--- src/rtl/cwe_pkg.sv ---
package cwe_pkg;
    localparam int unsigned CWE_P_DEF     = 3;
    localparam int unsigned CWE_WB_DEF    = 8;
    localparam int unsigned CWE_NLSB_DEF  = 2;

    typedef enum logic [1:0] {
        PH_IDLE = 2'd0,
        PH_RUN  = 2'd1,
        PH_DONE = 2'd2
    } phase_e;
endpackage

--- src/rtl/cwe_weight_window.sv ---
module cwe_weight_window #(
    parameter int unsigned P    = 3,
    parameter int unsigned WB   = 8,
    localparam int unsigned ROWS = 3 * P - 1,
    localparam int unsigned RW   = $clog2(ROWS),
    localparam int unsigned CW   = (P > 1) ? $clog2(P) : 1
) (
    input  logic                      clk,
    input  logic                      rst_n,
    input  logic                      ld_en,
    input  logic [RW-1:0]             ld_row,
    input  logic [P*WB-1:0]           ld_data,
    input  logic [CW-1:0]             rd_col,
    output logic [ROWS-1:0][WB-1:0]   rd_w
);
    logic [P-1:0][ROWS-1:0][WB-1:0] mem_d, mem_q;

    always_comb begin
        mem_d = mem_q;
        if (ld_en) begin
            for (int c = 0; c < P; c++) begin
                mem_d[c][ld_row] = ld_data[c*WB +: WB];
            end
        end
    end

    always_ff @(posedge clk or negedge rst_n) begin
        if (!rst_n) mem_q <= '0;
        else        mem_q <= mem_d;
    end

    always_comb begin
        rd_w = '0;
        for (int c = 0; c < P; c++) begin
            if (rd_col == CW'(c)) rd_w = mem_q[c];
        end
    end
endmodule

--- src/rtl/cwe_pair_adder.sv ---
module cwe_pair_adder #(
    parameter int unsigned WB        = 8,
    parameter int unsigned ROWS      = 8,
    parameter int unsigned NOISE_LSB = 2
) (
    input  logic [ROWS-1:0][WB-1:0] col_w,
    input  logic [ROWS-1:0]         sel,
    input  logic                    xfer_en,
    input  logic [WB-1:0]           noise_mask,
    output logic [WB:0]             pair_sum
);
    localparam logic [WB-1:0] LSB_KEEP = WB'((1 << NOISE_LSB) - 1);

    logic [WB-1:0]            nmask;
    logic [ROWS-1:0]          sel_n;
    logic [ROWS-1:0][WB-1:0]  prod;

    assign nmask = noise_mask & LSB_KEEP;
    assign sel_n = ~sel;

    for (genvar r = 0; r < ROWS; r++) begin : g_row
        logic [WB-1:0] bit_n;
        assign bit_n   = ~(col_w[r] ^ nmask);
        assign prod[r] = ~({WB{sel_n[r]}} | bit_n);
    end

    logic [$clog2(ROWS)-1:0] lo_idx, hi_idx;
    logic                    any_sel;

    always_comb begin
        lo_idx  = '0;
        hi_idx  = '0;
        any_sel = 1'b0;
        for (int r = ROWS - 1; r >= 0; r--) begin
            if (sel[r]) lo_idx = $clog2(ROWS)'(r);
        end
        for (int r = 0; r < ROWS; r++) begin
            if (sel[r]) begin
                hi_idx  = $clog2(ROWS)'(r);
                any_sel = 1'b1;
            end
        end
    end

    always_comb begin
        pair_sum = '0;
        if (xfer_en && any_sel) begin
            if (lo_idx == hi_idx) pair_sum = {1'b0, prod[lo_idx]};
            else                  pair_sum = {1'b0, prod[lo_idx]} + {1'b0, prod[hi_idx]};
        end
    end

    always_comb begin
        if (sel == '0 || !xfer_en) begin
            AST_EMPTY_STEP: assert (pair_sum == '0);
        end
    end
endmodule

--- src/rtl/cwe_cluster_energy.sv ---
module cwe_cluster_energy
    import cwe_pkg::*;
#(
    parameter int unsigned P         = CWE_P_DEF,
    parameter int unsigned WB        = CWE_WB_DEF,
    parameter int unsigned NOISE_LSB = CWE_NLSB_DEF,
    localparam int unsigned ROWS  = 3 * P - 1,
    localparam int unsigned RW    = $clog2(ROWS),
    localparam int unsigned CW    = (P > 1) ? $clog2(P) : 1,
    localparam int unsigned ACC_W = $clog2(2 * P * ((1 << WB) - 1) + 1)
) (
    input  logic              clk,
    input  logic              rst_n,
    input  logic              ld_en,
    input  logic [RW-1:0]     ld_row,
    input  logic [P*WB-1:0]   ld_data,
    input  logic [ROWS-1:0]   sel,
    input  logic              xfer_en,
    input  logic [WB-1:0]     noise_mask,
    input  logic              start,
    input  logic              clr,
    output logic [ACC_W-1:0]  energy,
    output logic              energy_vld
);
    typedef struct packed {
        phase_e          ph;
        logic [CW-1:0]   step;
        logic [ACC_W-1:0] acc;
    } st_t;

    st_t st_d, st_q;

    logic [ROWS-1:0][WB-1:0] col_w;
    logic [WB:0]             pair_sum;

    cwe_weight_window #(.P(P), .WB(WB)) u_win (
        .clk     (clk),
        .rst_n   (rst_n),
        .ld_en   (ld_en),
        .ld_row  (ld_row),
        .ld_data (ld_data),
        .rd_col  (st_q.step),
        .rd_w    (col_w)
    );

    cwe_pair_adder #(.WB(WB), .ROWS(ROWS), .NOISE_LSB(NOISE_LSB)) u_pair (
        .col_w      (col_w),
        .sel        (sel),
        .xfer_en    (xfer_en),
        .noise_mask (noise_mask),
        .pair_sum   (pair_sum)
    );

    always_comb begin
        st_d = st_q;
        if (clr) begin
            st_d.ph   = PH_IDLE;
            st_d.step = '0;
            st_d.acc  = '0;
        end else if (start) begin
            st_d.ph   = PH_RUN;
            st_d.step = '0;
            st_d.acc  = '0;
        end else if (st_q.ph == PH_RUN) begin
            st_d.acc = st_q.acc + ACC_W'(pair_sum);
            if (st_q.step == CW'(P - 1)) begin
                st_d.ph   = PH_DONE;
                st_d.step = '0;
            end else begin
                st_d.step = st_q.step + 1'b1;
            end
        end
    end

    always_ff @(posedge clk or negedge rst_n) begin
        if (!rst_n) begin
            st_q.ph   <= PH_IDLE;
            st_q.step <= '0;
            st_q.acc  <= '0;
        end else begin
            st_q <= st_d;
        end
    end

    assign energy     = st_q.acc;
    assign energy_vld = (st_q.ph == PH_DONE);

    AST_START_ZERO: assert property (@(posedge clk) disable iff (!rst_n)
        (start && !clr) |=> (energy == '0 && !energy_vld));
    AST_CLR_ZERO: assert property (@(posedge clk) disable iff (!rst_n)
        clr |=> (energy == '0 && !energy_vld));
    AST_RESULT_HOLD: assert property (@(posedge clk) disable iff (!rst_n)
        (energy_vld && !start && !clr) |=> (energy_vld && $stable(energy)));
    AST_NO_OVERFLOW: assert property (@(posedge clk) disable iff (!rst_n)
        (st_q.ph == PH_RUN && !start && !clr) |=> (energy >= $past(energy)));
    AST_VLD_AFTER_RUN: assert property (@(posedge clk) disable iff (!rst_n)
        $rose(energy_vld) |-> $past(st_q.ph == PH_RUN));
endmodule

--- config.mk ---
export PLATFORM = sky130hd
export DESIGN_NAME = cwe_cluster_energy
export DESIGN_NICKNAME = d
export VERILOG_FILES = /design/src/rtl/cwe_pkg.sv /design/src/rtl/cwe_weight_window.sv /design/src/rtl/cwe_pair_adder.sv /design/src/rtl/cwe_cluster_energy.sv
export SDC_FILE = /design/constraint.sdc
export NUM_CORES = 1
export LEC_CHECK = 0
export BUFFER_PORTS_ARGS = -buffer_cell sky130_fd_sc_hd__buf_2
export CAP_MARGIN = 5
export CORE_ASPECT_RATIO = 1.75
export CORE_MARGIN = 2
export CORE_UTILIZATION = 40
export DETAILED_ROUTE_END_ITERATION = 8
export PLACE_DENSITY = 0.66
export SLEW_MARGIN = 15
export SYNTH_ARGS = -nofsm -noshare
export SYNTH_HDL_FRONTEND = slang
export SYNTH_SLANG_ARGS = --single-unit
--- constraint.sdc ---
create_clock -name clk -period 5.84 [get_ports clk]
set_input_delay 0.876 -clock clk [delete_from_list [all_inputs] [get_ports clk]]
set_output_delay 0.876 -clock clk [all_outputs]
set_load 0.01 [all_outputs]
# --- Word-level counts from Yosys, hierarchy flattened ---
# Cells that the tools add are included.
# W data, S select, Z words.
totals:
  n_memories: 0
  reg_bits: 207
  in_bits: 49
  mem_bits_rw: 0
  out_inout_bits: 12
  elab_cells: 120
  romBits: 0
  latch_bits: 0
classes:
  multipliers: 0
  muxes: 42
  div: 0
  shift: 0
  n_reduce_logical: 6
  n_eq_ne: 5
  bitwise_logic: 33
  n_lt_le_gt_ge: 4
  add_sub_neg: 3
ops:
  columns: ["operator", "count"]
  rows:
  - ["$bwmux W64", 3]
  - ["$mux W64", 3]
  - ["$not A8 Y8", 17]
  - ["$or A8 B8 Y8", 8]
  - ["$xor A8 B2 Y8", 8]
  - ["$bmux W8 S3", 2]
  - ["$mux W15", 3]
  - ["$mux W3", 12]
  - ["$demux W8 S3", 1]
  - ["$mux W8", 3]
  - ["$mux W9", 2]
  - ["$lt A3 B4 Y1 const B", 3]
  - ["$add A11 B9 Y11", 1]
  - ["$add A8 B8 Y9", 1]
  - ["$mux W1", 9]
  - ["$mux W2", 4]
  - ["$reduce_bool A3 Y1", 2]
  - ["$eq A2 B1 Y1 const B", 2]
  - ["$eq A2 B2 Y1 const B", 2]
  - ["$eq A3 B3 Y1", 1]
  - ["$ge A3 B1 Y1 const B", 1]
  - ["$add A2 B1 Y2 const B", 1]
  - ["$logic_and A1 B1 Y1", 2]
  - ["$logic_not A2 Y1", 1]
  - ["$reduce_and A2 Y1", 1]

# --- Longest topological paths before layout ---
# Gate-level depths: netlist (run 1).
logic_depth:
  word_depth: 17
  depth_mapped: 24
  depth_no_buf: 19

# --- By module ---
# A second synthesis (run 1) with hierarchy kept.
hier_totals:
  hier_cells: 1013
  hier_area_um2: 11723.7
modules_own_cells:
  columns: ["mod", "n_inst", "cells_each", "seq_area_each_um2", "area_per_inst_um2"]
  rows:
  - ["cwe_weight_window", 1, 565, 4804.6, 8545.7]
  - ["cwe_pair_adder", 1, 331, 0.0, 2093.3]
  - ["cwe_cluster_energy", 1, 117, 375.4, 1084.8]

# --- Least setup slack after synthesis (run 1) ---
# Ideal clock, no wire load.
synth_path:
  kind: "input-to-reg"
  from: "input port sel[5]"
  to: "register st_q, in the netlist energy[7]"
  setup_time_ps: 69
  cell_stages: 20
  slack_ps: 1016
  t_required_ps: 5771
  t_arrival_ps: 4755
  n_path_buf: 2
  path_cell_list: "clkbuf_1 -> o31ai_2 -> and2_1 -> clkbuf_2 -> mux4_2 -> a22oi_1 -> inv_1 -> ha_1 -> fa_1 -> a21oi_1 -> o21bai_1 -> xor2_1 -> o211ai_1 -> o211ai_1 -> ha_1 -> nor2_1 -> nor2_1 -> a21oi_1 -> or4b_2 -> nand3_1"
synth_via:
  elab_chain_len: 15
  word_cells_on_any_way: 28
  classes_between: "add/sub (2); eq/ne (1); mux (21); bitwise (3); reduce/logical (1)"
synth_lines:
  columns: ["item", "line_no", "source"]
  rows:
  - ["start, declared", "cwe_cluster_energy.sv:17", "input logic [ROWS-1:0] sel,"]
  - ["$mux W3 (6 in series)", "cwe_pair_adder.sv:35", "if (sel[r]) lo_idx = $clog2(ROWS)'(r);"]
  - ["$bmux W8 S3", "cwe_pair_adder.sv:48, cwe_pair_adder.sv:49", null]
  - ["$mux W8 (implied by the code)", "cwe_pair_adder.sv:48, cwe_pair_adder.sv:49", null]
  - ["$add A8 B8 Y9", "cwe_pair_adder.sv:49", "else pair_sum = {1'b0, prod[lo_idx]} + {1'b0, prod[hi_idx]};"]
  - ["$mux W9", "cwe_pair_adder.sv:48", "if (lo_idx == hi_idx) pair_sum = {1'b0, prod[lo_idx]};"]
  - ["$mux W9 *", "cwe_pair_adder.sv:47", "if (xfer_en && any_sel) begin"]
  - ["$add A11 B9 Y11 *", "cwe_cluster_energy.sv:65", "st_d.acc = st_q.acc + ACC_W'(pair_sum);"]
  - ["$mux W15 *", "cwe_cluster_energy.sv:64", "end else if (st_q.ph == PH_RUN) begin"]
  - ["$mux W15 *", "cwe_cluster_energy.sv:60", "end else if (start) begin"]
  - ["$mux W15 *", "cwe_cluster_energy.sv:56", "if (clr) begin"]
  - ["end signal, assigned", "cwe_cluster_energy.sv:81", "st_q <= st_d;"]
  - ["end, declared", "cwe_cluster_energy.sv:31", "st_t st_d, st_q;"]
# Mark *: on every way between the ends. The rest lies on a longest branch, timed or not. The select of a mux whose other input is x is not followed.
# A chain may end at the register's enable or synchronous reset.

# --- Final worst setup path (run 1) ---
layout_path:
  from: "register st_q[11] in the netlist's numbering"
  to: "register st_q, in the netlist energy[8]"
layout_via:
  elab_chain_len: 17
  word_cells_on_any_way: 49
  classes_between: "add/sub (2); eq/ne (2); mux (12); bitwise (32); reduce/logical (1)"
layout_lines:
  columns: ["item", "line_no", "source"]
  rows:
  - ["$logic_not A2 Y1", "cwe_weight_window.sv:35", "if (rd_col == CW'(c)) rd_w = mem_q[c];"]
  - ["$mux W64 (2 in series)", "cwe_weight_window.sv:35", null]
  - ["$mux W64 *", "cwe_weight_window.sv:35", null]
  - ["$xor A8 B2 Y8", "cwe_pair_adder.sv:23", "assign bit_n = ~(col_w[r] ^ nmask);"]
  - ["$not A8 Y8", "cwe_pair_adder.sv:23", null]
  - ["$or A8 B8 Y8", "cwe_pair_adder.sv:24", "assign prod[r] = ~({WB{sel_n[r]}} | bit_n);"]
  - ["$not A8 Y8", "cwe_pair_adder.sv:24", null]
  - ["$bmux W8 S3 (on tied branches)", "cwe_pair_adder.sv:48, cwe_pair_adder.sv:49", null]
  - ["$mux W8 (on tied branches)", "cwe_pair_adder.sv:48, cwe_pair_adder.sv:49", null]
  - ["$add A8 B8 Y9", "cwe_pair_adder.sv:49", null]
  - ["$mux W9 *", "cwe_pair_adder.sv:48", null]
  - ["$mux W9 *", "cwe_pair_adder.sv:47", null]
  - ["$add A11 B9 Y11 *", "cwe_cluster_energy.sv:65", null]
  - ["$mux W15 *", "cwe_cluster_energy.sv:64", null]
  - ["$mux W15 *", "cwe_cluster_energy.sv:60", null]
  - ["$mux W15 *", "cwe_cluster_energy.sv:56", null]
# Marks and branches as above.

==> out/results.ini, run 1 <==
[run_status]
outcome = completed

[setup_path]
cp_slowest_cell = dfrtp_4
max_stage_delay_ns = 0.72
path_common_cell = inv_1
crit_family = compound AO/OA/AOI/OAI gates
path_class = flip-flop to flip-flop
worst_setup_path_start_kind = flip-flop
end_kind = flip-flop
required_ns = 6.23
crit_fanout = 30
crit_path_cell_trace = buf_4 -> mux2i_1 -> o21ai_0 -> a211oi_1 -> o31ai_1 -> a221oi_2 -> inv_1 -> ha_1 -> inv_1 -> o21bai_1 -> xnor2_1 -> o211ai_1 -> o211ai_1 -> ha_1 -> inv_1 -> o21bai_1 -> a21oi_1 -> o21ai_0 -> mux2i_1 -> nand3_1
crit_buf_inv = 4
worstPathArrival_ns = 5.52

[cts]
clk_pin_slew_ns = 0.06
clockBufferDepth = 3
clock-sinks = 207
postCtsSetupRepairBufs = 0
cts-buffers-inserted = 20
clockRootBuffer = clkbuf_16
cts_tree = done
worst_skew_pair.late_latency_ns = 0.52
cts-htree-levels = 1
post_cts_resize_count = 0
ctsHoldBuffers = 0

[cells_and_area]
final_common_cell = dfrtp_1
drive_above_1_share_pct = 29.5
nNetsFinal = 1211
fillers = 2848
mostFrequentLayoutCells = 205 x dfrtp_1, 189 x mux2_2, 77 x mux2i_1, 61 x nand2_1, 53 x buf_2
synthToLayoutAreaGrowth_pct = 10.2
num_antenna_cells = 0

[power_and_ir_drop]
netSwitchingFraction_pct = 29.6
p_seq_share_pct = 43.4
p_int_mw = 3.05
power.switching_mw = 1.28
ir_drop_mv = 0.203
leakage_nw = 5.49
power_density_mw_per_mm2 = 322
combinationalPowerShare_pct = 25.5
clock_power_share_pct = 31.0

[yosys]
syn_avg_cell_area_sq_um = 10.8
yosys_warnings = 0
syn_inst = 1125
ys_ff_latch = 207
mappedNetlistNets = 1193
yosysSeqAreaShare_pct = 42.4
syn_area_sq_mm = 0.0122
synth-edff-count = 0
synth_flop_cell = dfrtp_1
async_reset_ff_share_pct = 100
synth.distinct_cells = 78

[route]
drt-initial-drc-count = 643
vias_per_cell = 5.81
wl_um = 31600
drc = 0
vias = 8965
drt_pre_antenna_iters = 6
wl_per_cell_um = 20.5
ant_nets = 0

[global_routing]
overflow = 0
grt_pass1_vias = 9177
grtUsageMet1_pct = 25.0
grt_pass1_wl_um = 51100
globalRouteMet2Util_pct = 35.9
grt_util_met3_pct = 2.24
busiest_layer = met2
track_usage_pct = 20.2
grt_max_degree = 191
antenna_found_initial = 1

[timing]
rsz0062_at_grt = false
period_share_pct = 87.9
period_minus_slack_ns = 5.14
tightest_slew_ns = 1.08
hold_ws_ns = 0.215
setup_tns_ns = 0
finClkSkew_ns = 0.00935
slew_violations = 0
fmax_mhz = 195
relSlewSlack_pct = 28.0
hold_viol_final = 0
setup_viol = 0

[floorplanning]
core_area_sq_mm = 0.0301
rows = 84
die_w_um = 136
initial_core_util_pct = 40.6
die_h_um = 235
dieArea_sq_mm = 0.0320
ios = 61

[placement]
dp_hpwl_um = 21700
io_buffers = 54
gp_congestion = 0.915

[job]
cap_violations = 0

[hold_path]
hp-class = input port to asynchronous set/reset pin

sequential cells by signal, indices dropped and copies added, names as in the netlist:
register,count
u_win.mem_q,192
energy,11
st_q,4
per-stage QoR:
stage               worst slack (ns)  cells  cell area (sq um)  power, mW  util (%)
global route                   0.334   1544              13500       4.58      44.8
detailed placement             0.296   1508              12800       3.01      42.5
finish                         0.705   1544              13500       4.33      44.8
global placement               0.393   1508              12800       2.96      42.5
floorplan                       1.02   1125              12200       2.69         -
CTS                            0.744   1544              13500       4.36      44.8
per-layer routing:
| metal | part of all wire [%] | up-vias |
|---|---|---|
| met5 | 0.035 | - |
| met4 | 3.3 | 2 |
| met3 | 3.8 | 65 |
| met2 | 52 | 212 |
| met1 | 41 | 4516 |
| li1 | - | 4170 |
worst register-to-register path, cell delays in order (launching register included):
cell      delay, ns
dfrtp_4        0.72
buf_4          0.42
mux2i_1        0.27
o21ai_0        0.20
a211oi_1       0.37
o31ai_1        0.14
a221oi_2       0.35
inv_1          0.08
ha_1           0.35
inv_1          0.05
o21bai_1       0.17
xnor2_1        0.09
o211ai_1       0.09
o211ai_1       0.16
ha_1           0.30
inv_1          0.07
o21bai_1       0.26
a21oi_1        0.13
o21ai_0        0.46
mux2i_1        0.25
nand3_1        0.08
layout make-up:
class / instances / area [sq um] / area share [%]
Timing Repair Buffer: 86 / 557 / 4.14
Clock inverter: 6 / 86.3 / 0.642
Inverter: 21 / 78.8 / 0.586
Multi-Input combinational cell: 807 / 6470 / 48.1
Tap cell: 387 / 484 / 3.60
Sequential cell: 207 / 5180 / 38.5
Clock buffer: 30 / 589 / 4.38
power groups by stage:
stage	clock, mW	sequential (mW)	combinational, mW
detailed placement	0	1.91	1.10
CTS	1.38	1.88	1.11
finish	1.34	1.88	1.10
floorplan	0	1.86	0.835
global placement	0	1.89	1.08
global route	1.44	1.92	1.22
final timing paths:
path / slack (ns) / startpoint / end / cells past startpoint
min in group clk: 0.50 / u_win.mem_q[181] / u_win.mem_q[181] / 1
worst min register to register: 0.50 / u_win.mem_q[181] / u_win.mem_q[181] / 1
worst max-delay path: 0.70 / st_q[11] / energy[8] / 20
worst min-delay path: 0.22 / rst_n / u_win.mem_q[112] / 1
worst max register to register: 0.70 / st_q[11] / energy[8] / 20
max in group asynchronous: 4.32 / rst_n / u_win.mem_q[93] / 2
cells in the mapped netlist (7+ instances only):
cell / instances / area share [%]
a22oi_1: 9 / 0.55
xnor2_1: 15 / 1.1
clkbuf_1: 39 / 1.2
o21ai_1: 18 / 0.74
nand4b_1: 11 / 0.79
o211ai_1: 12 / 0.74
nand3b_1: 13 / 0.80
nand2b_1: 18 / 0.92
ha_1: 17 / 1.7
o2bb2ai_1: 12 / 0.86
nor2b_1: 7 / 0.36
nor2_1: 48 / 1.5
o221ai_1: 12 / 0.86
and2_1: 21 / 1.1
nand4_1: 14 / 0.72
a21oi_1: 43 / 1.8
nor3_1: 14 / 0.57
a31oi_1: 9 / 0.46
buf_2: 23 / 0.94
o21ai_0: 48 / 2.0
nand2_1: 61 / 1.9
buf_4: 14 / 0.86
mux2i_1: 77 / 6.3
dfrtp_1: 207 / 42
a211oi_1: 8 / 0.49
o2111ai_1: 10 / 0.72
mux2_2: 189 / 17
nand3_1: 15 / 0.62
or3_1: 12 / 0.62
inv_1: 20 / 0.62
cell families after synthesis:
family / synth area share [%]
buffers and inverters: 4.81
multiplexers: 24.2
XOR/XNOR: 1.50
AO/OA/AOI/OAI: 13.3
flip-flops: 42.4
adder cells (fa/ha/maj): 2.07
AND/OR/NAND/NOR: 11.6
Note: power is estimated with default switching activity, not from simulation.
==> inputs of run 2 (changes only) <==
--- a/config.mk
+++ b/config.mk
@@ -15,4 +15,5 @@
 export SLEW_MARGIN = 15
 export SYNTH_ARGS = -nofsm -noshare
 export SYNTH_HDL_FRONTEND = slang
+export SYNTH_HIERARCHICAL = 1
 export SYNTH_SLANG_ARGS = --single-unit
==> run 2 against run 1 <==
Global-route usage is 0.077 points higher. Worst hold slack better by 0.13 ns. Combinational power hardly changed. Worst setup slack worse by 0.27 ns. Critical endpoint is now energy[10].
==> out/results.ini, run 2 <==
[run_status]
outcome = completed

[cts]
cts-buffers-inserted = 21
clockBufferDepth = 3
clockRootBuffer = clkbuf_16
worst_skew_pair.late_latency_ns = 0.52
clock-sinks = 207
postCtsSetupRepairBufs = 0
cts-htree-levels = 1
clk_pin_slew_ns = 0.07
cts_tree = done
ctsHoldBuffers = 0
post_cts_resize_count = 0

[setup_path]
r2r-end = energy[10]
r2r_cells = 19
end_kind = flip-flop
reg2reg_setup_slack_ns = 0.44
worst_setup_path_start_kind = flip-flop
crit_fanout = 21
path_class = flip-flop to flip-flop
required_ns = 6.24
r2r-start = st_q[11]
worstPathArrival_ns = 5.80

[route]
wl_per_cell_um = 21.6
wl_um = 31100
vias = 8411
drt_pre_antenna_iters = 5
vias_per_cell = 5.82
ant_nets = 0
drc = 0
drt-initial-drc-count = 573

[placement]
gp_congestion = 0.966
io_buffers = 54
dp_slack_ns = 0.135
dp.cells = 1407
dp_hpwl_um = 22000

[cells_and_area]
mostFrequentLayoutCells = 205 x dfrtp_1, 192 x mux2_2, 69 x mux2i_1, 65 x o2bb2ai_1, 58 x nand2_1
finalNonFillerCells = 1444
fin_util_pct = 45.7
synthToLayoutAreaGrowth_pct = 11.9
top_register = u_win/mem_q
nNetsFinal = 1120
final_common_cell = dfrtp_1
fillers = 2693
drive_above_1_share_pct = 33.6
largest_reg_flops = 192

[yosys]
synth_top_cells_by_count = 207 x dfrtp_1, 192 x mux2_2, 69 x mux2i_1
ys_ff_latch = 207
synth.most_common_cell = dfrtp_1
synth_xor_area_share_pct = 2.33
synth-edff-count = 0
async_reset_ff_share_pct = 100
yosysSeqAreaShare_pct = 44.2
yosys_warnings = 6
synth_flop_cell = dfrtp_1
synth_top_area_share_pct = 44.2
ys_top_cells_by_area = dfrtp_1 44%, mux2_2 18%, mux2i_1 5.9%, o2bb2ai_1 4.9%, nand2_1 1.9%
synthMuxAreaShare_pct = 24.5
syn_avg_cell_area_sq_um = 11.6
syn_inst = 1013
synth.distinct_cells = 80
syn_area_sq_mm = 0.0117
synth_adder_area_share_pct = 2.24
synth_top_family_by_area = multiplexers
synth_compound_area_share_pct = 14.0
synth-simple-area-share_pct = 8.20
yosys.area.top_type = dfrtp_1
mappedNetlistNets = 1081

[timing]
rsz0062_at_grt = false
fin_ws_ns = 0.438
setup_tns_ns = 0
hold_viol_final = 0
period_minus_slack_ns = 5.40
relSlewSlack_pct = 24.3
period_share_pct = 92.5
fmax_mhz = 185
tightest_slew_ns = 1.13
slew_violations = 0
finClkSkew_ns = 0.0131
setup_viol = 0

[power_and_ir_drop]
power.switching_mw = 1.28
combinationalPowerShare_pct = 25.2
clock_power_share_pct = 31.2
p_seq_share_pct = 43.6
ir_drop_mv = 0.181
netSwitchingFraction_pct = 29.7
power_density_mw_per_mm2 = 329
leakage_nw = 5.43
p_int_mw = 3.03

[global_routing]
grt_util_met3_pct = 2.17
grtUsageMet1_pct = 23.4
grt_pass1_vias = 8566
antenna_found_initial = 4
track_usage_pct = 20.3
grt_max_degree = 143
grt_pass1_wl_um = 48900
busiest_layer = met2
overflow = 0
globalRouteMet2Util_pct = 38.0

[floorplanning]
dieArea_sq_mm = 0.0307
die_h_um = 230
initial_core_util_pct = 40.8
die_w_um = 133
rows = 82
core_area_sq_mm = 0.0287
ios = 61

[job]
cap_violations = 0

[hold_path]
hp-class = input port to asynchronous set/reset pin

==> run 2: cell types whose count changed in the layout (fill, tap and decap cells not counted), moves of 14 or more <==
cell	previous run	this run
nand2b_1	18	3
o21ai_1	18	1
o21ai_0	48	21
xor2_1	4	18
o2bb2ai_1	12	65
buf_4	29	43
==> run 2: worst max-delay path by stage <==
stage | start | end | slack, ns | depth (start not counted)
after CTS | st_q[11] | energy[10] | 0.42 | 19
after floorplan | sel[1] | energy[10] | 0.78 | 22
final | st_q[11] | energy[10] | 0.44 | 19
after global routing | st_q[11] | energy[10] | 0.19 | 19
after global placement | sel[7] | energy[10] | 0.24 | 20
after detailed placement | sel[7] | energy[10] | 0.14 | 20
==> run 2: critical path, stage by stage (launching register included) <==
cell and delay [ns]:
dfrtp_4 0.70, buf_4 0.43, mux2i_1 0.15, o2bb2ai_1 0.24, nand2_1 0.10, mux2_2 0.28, o221a_2 0.26, o221ai_1 0.23
ha_1 0.34, nand2_1 0.13, o211ai_1 0.12, o41ai_1 0.37, xor2_1 0.19, a211oi_1 0.07, a31o_2 0.23, ha_1 0.37
nand2_1 0.12, or4_4 0.42, o32ai_2 0.15, mux2_1 0.35
==> run 2: metrics by stage <==
stage | cell area [sq um] | power (mW) | hold WS (ns)
after floorplan | 11700 | 2.66 | 0.458
after global placement | 12400 | 2.94 | 0.469
after detailed placement | 12400 | 2.99 | 0.476
after CTS | 13100 | 4.35 | 0.359
after global routing | 13100 | 4.55 | 0.388
final | 13100 | 4.31 | 0.344
==> run 2: kinds of logic after synthesis <==
kind of cell,after synthesis
flops,207
buf+inv,98
fa+ha+maj,20
xor+xnor,29
simple gates,182
mux,263
compound gates,214
==> run 2: power groups by stage <==
stage,clock network (mW),logic (mW),registers [mW]
3_3_place_gp,0,1.06,1.88
4_1_cts,1.38,1.09,1.88
6_report,1.35,1.09,1.88
3_5_place_dp,0,1.09,1.91
5_1_grt,1.44,1.19,1.92
2_1_floorplan,0,0.798,1.86
==> run 2: per-layer routing <==
layer / vias to the layer above / part of all wire (%) / wire [um]
li1: 3842 / - / -
met4: 0 / 3.9 / 1210
met5: - / 0 / 0
met3: 82 / 4.3 / 1330
met2: 250 / 53 / 16600
met1: 4237 / 39 / 12000
==> run 2: cell type report <==
| type | count | area [sq um] | area share [%] |
|---|---|---|---|
| repair buffers | 100 | 662 | 5.05 |
| inverters | 14 | 52.6 | 0.401 |
| diodes | 2 | 5.00 | 0.0382 |
| well taps | 378 | 473 | 3.61 |
| multi-input cells | 708 | 6060 | 46.2 |
| clock buffers | 29 | 606 | 4.62 |
| clock inverters | 6 | 72.6 | 0.553 |
| flip-flops and latches | 207 | 5180 | 39.5 |
==> inputs of run 3 (changes only) <==
--- a/config.mk
+++ b/config.mk
@@ -8,7 +8,6 @@
 export BUFFER_PORTS_ARGS = -buffer_cell sky130_fd_sc_hd__buf_2
 export CAP_MARGIN = 5
 export CORE_ASPECT_RATIO = 1.75
-export CORE_MARGIN = 2
 export CORE_UTILIZATION = 40
 export DETAILED_ROUTE_END_ITERATION = 8
 export PLACE_DENSITY = 0.66
==> run 3 against run 2 <==
Cell area up 0.66%. Die area fell by 2.4%. Non-clock buffer count is 6 higher. Combinational power about the same. Clock power hardly changed. Routed wire length down 0.76%. Total power rose by 0.79%. First-iteration DRC count fell by 31%. Sequential cell count unchanged. Worst setup slack better by 0.025 ns. Critical endpoint unchanged. Largest cell class unchanged.
==> out/results.ini, run 3 (synthesis gave the netlist of run 2 again) <==
[timing]
period_share_pct = 92.1
fin_ws_ns = 0.464
setup_tns_ns = 0
fmax_mhz = 186
setup_viol = 0
slew_violations = 0
tightest_slew_ns = 1.18
finClkSkew_ns = 0.0147
relSlewSlack_pct = 20.8
hold_ws_ns = 0.362
period_minus_slack_ns = 5.38
hold_viol_final = 0
rsz0062_at_grt = false

[route]
wl_per_cell_um = 21.3
drt_pre_antenna_iters = 5
wl_um = 30900
vias = 8306
drc = 0
drt-initial-drc-count = 395
vias_per_cell = 5.73
ant_nets = 0

[setup_path]
required_ns = 6.22
worstPathArrival_ns = 5.76
path_class = flip-flop to flip-flop
worst_setup_path_start_kind = flip-flop
r2r_cells = 19
r2r-end = energy[10]
r2r-start = st_q[11]
end_kind = flip-flop
crit_fanout = 19
reg2reg_setup_slack_ns = 0.46

[placement]
dp_slack_ns = 0.165
place_area_sq_mm = 0.0125
dp_hpwl_um = 22100
io_buffers = 54
gp_congestion = 1.00

[cells_and_area]
nNetsFinal = 1125
mostFrequentLayoutCells = 205 x dfrtp_1, 192 x mux2_2, 69 x mux2i_1, 65 x o2bb2ai_1, 58 x nand2_1
largest_reg_flops = 192
final_cell_area_sq_mm = 0.0132
drive_above_1_share_pct = 34.1
synthToLayoutAreaGrowth_pct = 12.6
final_common_cell = dfrtp_1
fin_util_pct = 46.0
top_register = u_win/mem_q

[floorplanning]
rows = 82
die_h_um = 228
die_w_um = 131
core_area_sq_mm = 0.0287
initial_core_util_pct = 40.8
dieArea_sq_mm = 0.0300
ios = 61

[cts]
cts_tree = done
clockRootBuffer = clkbuf_16
clk_pin_slew_ns = 0.06
cts-buffers-inserted = 20
clockBufferDepth = 3
postCtsSetupRepairBufs = 0
cts-htree-levels = 1
ctsHoldBuffers = 0
post_cts_resize_count = 0
worst_skew_pair.late_latency_ns = 0.51
clock-sinks = 207

[power_and_ir_drop]
leakage_nw = 5.47
ir_drop_mv = 0.162
power_density_mw_per_mm2 = 329

[global_routing]
grtUsageMet1_pct = 23.2
antenna_found_initial = 5
grt_pass1_vias = 8602
overflow = 0
globalRouteMet2Util_pct = 38.0
busiest_layer = met2
grt_max_degree = 145
grt_pass1_wl_um = 48600
grt_util_met3_pct = 2.42
track_usage_pct = 20.8

[run_status]
outcome = completed

[job]
cap_violations = 0

[hold_path]
hp-class = input port to asynchronous set/reset pin

==> run 3: changes by cell type in the layout (fill, tap and decap cells not counted), moves of 2 or more <==
cell and change:
buf_4 +5, bufinv_16 +2, clkbuf_1 -2, clkinv_2 +2, clkinvlp_4 +2, inv_6 -2
==> run 3: per-layer routing <==
layer | vias to the layer above | part of all wire, %
met3 | 88 | 2.8
met2 | 183 | 53
li1 | 3858 | -
met5 | - | 0
met4 | 0 | 4.5
met1 | 4177 | 39
==> run 3: per-stage QoR <==
stage | total power [mW] | cells
floorplan | 2.66 | 1013
global placement | 2.95 | 1413
detailed placement | 3.00 | 1413
CTS | 4.39 | 1447
global route | 4.58 | 1450
finish | 4.35 | 1450
==> run 3: worst max-delay path by stage <==
stage / slack (ns) / depth (start not counted) / to / from
floorplan: 0.78 / 22 / energy[10] / sel[1]
global placement: 0.20 / 21 / energy[10] / sel[5]
detailed placement: 0.17 / 21 / energy[10] / sel[5]
CTS: 0.45 / 19 / energy[10] / st_q[11]
global route: 0.12 / 20 / energy[10] / st_q[11]
finish: 0.46 / 19 / energy[10] / st_q[11]
==> run 3: final cells by class <==
| class | count | area, sq um |
|---|---|---|
| Fill cell | 2684 | 15500 |
| Multi-Input combinational cell | 708 | 6060 |
| Sequential cell | 207 | 5180 |
| Timing Repair Buffer | 106 | 719 |
| Clock buffer | 26 | 584 |
| Tap cell | 378 | 473 |
| Clock inverter | 8 | 120 |
| Inverter | 14 | 52.6 |
| Antenna cell | 3 | 7.51 |
==> run 3: where the power goes <==
| part | switching (mW) | internal (mW) |
|---|---|---|
| clock | 0.540 | 0.836 |
| sequential | 0.149 | 1.73 |
| combinational | 0.558 | 0.534 |
==> run 3: critical path, cell delays in order (launching register included) <==
cell       delay (ns)
dfrtp_4          0.65
nor2b_4          0.52
buf_12           0.21
o2bb2ai_1        0.18
nand2_1          0.08
mux2_2           0.26
o221a_2          0.27
o221ai_1         0.26
ha_1             0.34
nand2_1          0.12
o211ai_1         0.13
o41ai_1          0.37
xor2_1           0.18
a211oi_1         0.06
a31o_2           0.23
ha_1             0.35
nand2_1          0.11
or4_4            0.42
o32ai_2          0.15
mux2_1           0.35
